`config.mk`:
```
export PLATFORM = sky130hd
export DESIGN_NAME = rfsh_addr_gen
export DESIGN_NICKNAME = d
export VERILOG_FILES = /design/src/rtl/rfsh_pkg.sv /design/src/rtl/rfsh_row_lfsr.sv /design/src/rtl/rfsh_req_track.sv /design/src/rtl/rfsh_addr_asm.sv /design/src/rtl/rfsh_addr_gen.sv
export SDC_FILE = /design/constraint.sdc
export NUM_CORES = 1
export LEC_CHECK = 0
export ABC_AREA = 1
export BUFFER_PORTS_ARGS = -buffer_cell sky130_fd_sc_hd__buf_2
export CORE_MARGIN = 2
export CORE_UTILIZATION = 52
export DETAILED_ROUTE_END_ITERATION = 8
export HOLD_SLACK_MARGIN = 0.15
export PLACE_DENSITY_LB_ADDON = 0.12
export SLEW_MARGIN = 10
export SYNTH_ARGS = -nofsm -noshare
export SYNTH_HDL_FRONTEND = slang
export SYNTH_HIERARCHICAL = 1
export SYNTH_SLANG_ARGS = --single-unit
```
`constraint.sdc`:
```
create_clock -name clk -period 1.2 [get_ports clk]
set_clock_uncertainty 0.05 [all_clocks]
set_input_delay 0 -clock clk [delete_from_list [all_inputs] [get_ports clk]]
set_output_delay 0 -clock clk [all_outputs]
set_load 0.03 [all_outputs]
```
`src/rtl/rfsh_pkg.sv`:
```
package rfsh_pkg;

  localparam int unsigned RFSH_ROW_W  = 12;
  localparam int unsigned RFSH_BASE_W = 7;

  // Feedback taps for x^12 + x^6 + x^4 + x + 1 on a left-shifting register
  localparam logic [RFSH_ROW_W-1:0] RFSH_ROW_TAPS = 12'h829;

  typedef enum logic {
    RQ_IDLE = 1'b0,
    RQ_WAIT = 1'b1
  } rq_state_e;

endpackage

```
`src/rtl/rfsh_row_lfsr.sv`:
```
module rfsh_row_lfsr #(
  parameter int unsigned      W           = 12,
  parameter logic [W-1:0]     TAPS        = 12'h829,
  parameter logic [W-1:0]     SEED        = '0,
  parameter bit               FULL_PERIOD = 1'b1
) (
  input  logic         clk,
  input  logic         rst_n,
  input  logic         adv_i,
  output logic [W-1:0] row_o
);

  logic [W-1:0] row_q;
  logic [W-1:0] row_next;

  function automatic logic tap_parity(input logic [W-1:0] s);
    return ^(s & TAPS);
  endfunction

  generate
    if (FULL_PERIOD) begin : g_full
      // correction term lets the register pass through and leave all-zeros
      function automatic logic [W-1:0] step(input logic [W-1:0] s);
        logic fb;
        fb = tap_parity(s) ^ (~|s[W-2:0]);
        return {s[W-2:0], fb};
      endfunction
      assign row_next = step(row_q);
    end else begin : g_plain
      function automatic logic [W-1:0] step(input logic [W-1:0] s);
        return {s[W-2:0], tap_parity(s)};
      endfunction
      assign row_next = step(row_q);
    end
  endgenerate

  always_ff @(posedge clk) begin
    if (!rst_n)     row_q <= SEED;
    else if (adv_i) row_q <= row_next;
  end

  assign row_o = row_q;

endmodule

```
`src/rtl/rfsh_req_track.sv`:
```
module rfsh_req_track
  import rfsh_pkg::*;
(
  input  logic clk,
  input  logic rst_n,
  input  logic tick_i,
  input  logic done_i,
  output logic pend_o,
  output logic adv_o,
  output logic drop_evt_o,
  output logic drop_o
);

  rq_state_e state_q;
  rq_state_e state_d;
  logic      drop_q;
  logic      pend;

  assign pend       = (state_q == RQ_WAIT);
  assign adv_o      = pend & done_i;
  assign drop_evt_o = pend & tick_i & ~done_i;

  always_comb begin
    state_d = state_q;
    unique case (state_q)
      RQ_IDLE: if (tick_i) state_d = RQ_WAIT;
      RQ_WAIT: if (done_i && !tick_i) state_d = RQ_IDLE;
      default: state_d = RQ_IDLE;
    endcase
  end

  always_ff @(posedge clk) begin
    if (!rst_n) begin
      state_q <= RQ_IDLE;
      drop_q  <= 1'b0;
    end else begin
      state_q <= state_d;
      drop_q  <= drop_evt_o;
    end
  end

  assign pend_o = pend;
  assign drop_o = drop_q;

endmodule

```
`src/rtl/rfsh_addr_asm.sv`:
```
module rfsh_addr_asm #(
  parameter int unsigned BASE_W = 7,
  parameter int unsigned ROW_W  = 12,
  localparam int unsigned ADDR_W = BASE_W + ROW_W + 1
) (
  input  logic              clk,
  input  logic              rst_n,
  input  logic              we_i,
  input  logic [BASE_W-1:0] wdata_i,
  input  logic              hold_i,
  input  logic [ROW_W-1:0]  row_i,
  output logic [ADDR_W-1:0] addr_o
);

  logic [BASE_W-1:0] base_q;
  logic [BASE_W-1:0] shown_q;

  function automatic logic [ADDR_W-1:0] pack_addr(input logic [BASE_W-1:0] b,
                                                   input logic [ROW_W-1:0]  r);
    return {b, r, 1'b1};
  endfunction

  always_ff @(posedge clk) begin
    if (!rst_n) base_q <= '0;
    else if (we_i) base_q <= wdata_i;
  end

  // presented base only follows the register while no request waits
  always_ff @(posedge clk) begin
    if (!rst_n) shown_q <= '0;
    else if (!hold_i) shown_q <= base_q;
  end

  assign addr_o = pack_addr(shown_q, row_i);

endmodule

```
`src/rtl/rfsh_addr_gen.sv`:
```
module rfsh_addr_gen
  import rfsh_pkg::*;
#(
  parameter int unsigned BASE_W = RFSH_BASE_W,
  parameter int unsigned ROW_W  = RFSH_ROW_W,
  parameter logic [ROW_W-1:0] ROW_TAPS = RFSH_ROW_TAPS,
  localparam int unsigned ADDR_W = BASE_W + ROW_W + 1
) (
  input  logic              clk,
  input  logic              rst_n,
  input  logic              tick_i,
  input  logic              rfsh_done_i,
  input  logic              base_we_i,
  input  logic [BASE_W-1:0] base_data_i,
  output logic              rfsh_req_o,
  output logic              drop_o,
  output logic [ADDR_W-1:0] rfsh_addr_o
);

  logic             pend;
  logic             adv_evt;
  logic             drop_evt;
  logic [ROW_W-1:0] row;

  rfsh_req_track u_req (
    .clk        (clk),
    .rst_n      (rst_n),
    .tick_i     (tick_i),
    .done_i     (rfsh_done_i),
    .pend_o     (pend),
    .adv_o      (adv_evt),
    .drop_evt_o (drop_evt),
    .drop_o     (drop_o)
  );

  rfsh_row_lfsr #(
    .W           (ROW_W),
    .TAPS        (ROW_TAPS),
    .SEED        ('0),
    .FULL_PERIOD (1'b1)
  ) u_row (
    .clk   (clk),
    .rst_n (rst_n),
    .adv_i (adv_evt),
    .row_o (row)
  );

  rfsh_addr_asm #(
    .BASE_W (BASE_W),
    .ROW_W  (ROW_W)
  ) u_asm (
    .clk     (clk),
    .rst_n   (rst_n),
    .we_i    (base_we_i),
    .wdata_i (base_data_i),
    .hold_i  (pend),
    .row_i   (row),
    .addr_o  (rfsh_addr_o)
  );

  assign rfsh_req_o = pend;

endmodule

```
==> summary.md <==
| Metric | Value |
|---|---|
| Largest net degree at the start of global routing | 28 |
| P_sw | 0.5631 mW |
| Core area | 0.002500 mm2 |
| Fin. Hold Viols | 0 |
| Clock buffer depth | 2 |
| Placed instance area | 0.001379 mm2 |
| Met1 usage | 0.1971 |
| Avg WL per Cell | 9.780 um |
| Initial Util | 0.5551 |
| Ant. Diodes | 0 |
| Vias | 1,140 |
| Total track usage | 0.1793 |
| Rows | 18 |
| GPL Wtd Cong | 0.8161 |
| CP max FO | 1 |
| Commonest non-fill, non-tap cells in the layout | nand2_1 (48), buf_2 (31), nor2_1 (31), inv_1 (28), dfxtp_1 (23) |
| Max frequency | 844.7 MHz |
| Syn Area/Cell | 6.835 um2 |
| Final WS setup | 0.01619 ns |
| Final global-route overflow total | 0 |
| Worst-skew pair later-pin latency | 0.32 ns |
| Internal power | 1.334 mW |
| Grt met3 use | 0.02791 |
| Share of power burned in the clock network | 0.238 |
| Number of global-route vias before repair | 1,136 |
| DRT iter0 DRCs | 42 |
| CP Class | in2reg |
| DRC | 0 |
| Post-DRT Antenna Nets | 0 |
| Combinational Power Share | 0.220 |
| Boundary Pins | 34 |
| VDD IR max | 0.8020 mV |
| FF+latch area | 566.8 um2 |
| Post-Synthesis Cell Area | 0.001388 mm2 |
| Global route hottest layer | met2 |
| Final Max Slew Viols | 0 |
| CTS tree | done |
| Clock transition at the registers of the reported paths | 0.14 ns |
| Via density | 4.471 |
| Unrepaired setup endpoints after global routing | yes |
| Sw frac | 0.2969 |
| Root buf cell | clkbuf_4 |
| Status | complete, no violations |
| Share of layout cells above drive strength 1 | 0.2356 |
| Tcrit/Tclk final | 0.9865 |
| Power per cell area | 1213 mW/mm2 |
| Pre-Repair DR Iteration Count | 4 |
| Vert. Die Dim | 55.66 um |
| Leakage power | 0.8353 nW |
| Filler cell count | 240 |
| Multi-input logic area | 481.7 um2 |
| # setup viols final | 0 |
| CP endpoint kind | register |
| Setup Slack @ Placement | 0.02234 ns |
| First-pass GRT wire length | 4.512 mm |
| Clk sinks | 28 |
| Crit path launch type | input pin |
| Final wirelength | 2.494 mm |
| Final Critical Period | 1.184 ns |
| Post-CTS Setup Inserts | 0 |
| Commonest non-fill, non-tap cell in the layout | nand2_1 |
| Syn Inst Count | 203 |
| Sequential share of power | 0.542 |
| Detailed Place HPWL | 1.703 mm |
| Layout area overhead | 12.71% |
| Antenna violations before repair | 0 |
| CTS Buf Count | 3 |
| Die W | 55.66 um |
| Ys Warns | 6 |
| M2 GR Usage | 0.3401 |
| Max_cap viols | 0 |
| Hold Path Class | in2reg |
| Hold slack final | 0.4139 ns |
| Die area | 0.003097 mm2 |
| Port-buffer cells | 32 |
| Final Util | 0.6256 |
| Syn_nets | 215 |
| Layout Nets | 238 |
| Worst EP arrival | 1.37 ns |
| CTS HTree Levels | 1 |
| Critical Path RT | 1.39 ns |
| Design area | 0.001564 mm2 |
[stage by stage]
stage,total power [mW],instances,TNS [ns]
finish,1.897,255,0
CTS,1.929,260,0
detailed placement,1.428,238,0
global route,2.012,255,-0.06227
floorplan,1.389,203,0
global placement,1.414,238,0
[power groups by stage]
stage          Sequential, mW  Combinational, mW  Clock (mW)
2_1_floorplan            1.08              0.304           0
5_1_grt                  1.04              0.470       0.503
3_5_place_dp             1.05              0.381           0
3_3_place_gp             1.04              0.369           0
4_1_cts                  1.03              0.428       0.474
6_report                 1.03              0.417       0.451
[path summary, 6_finish.rpt]
kind         slack (ns)            start         endpoint  depth (start not counted)
max                0.02   base_data_i[1]  u_asm/base_q[1]                          7
min                0.41           tick_i     u_req/pend_o                          4
min reg2reg        0.43  u_asm/base_q[5]  u_asm/base_q[5]                          2
max reg2reg        0.08   u_row/row_o[0]   u_row/row_o[0]                          9
[metal layers]
metal  share of wire  vias up
met3           0.042        4
met2            0.51       25
met1            0.44      491
li1                -      620
met5               0        -
met4           0.010        0
[worst max-delay path, cell delays in order]
cell and delay (ns):
dlygate4sd3_1 0.53, buf_2 0.11, inv_1 0.04, nand2_1 0.04, dlygate4sd3_1 0.55, nand2_1 0.06, nor2_1 0.04
[what timing repair did]
| action | 4_1_cts | 5_1_grt |
|---|---|---|
| endpoints found under the setup margin | 2 | 9 |
| gates resized for setup | 2 | 7 |
| endpoints found under the hold margin | 28 | 6 |
| hold buffers | 18 | 1 |
[cell type report]
cell class              instances  share of cell area
inverters                      32             0.07840
well taps                      30             0.02400
repair buffers                 48              0.2040
flip-flops and latches         28              0.3624
multi-input cells             113              0.3080
clock buffers                   4             0.02320
[state kept, by name, indices dropped and copies added, names as in the netlist]
register       flops
u_row/row_o       12
u_asm/base_q       7
u_asm/shown_q      7
u_req/drop_o       1
u_req/pend_o       1
No activity file was read; power rests on OpenSTA's default activity.
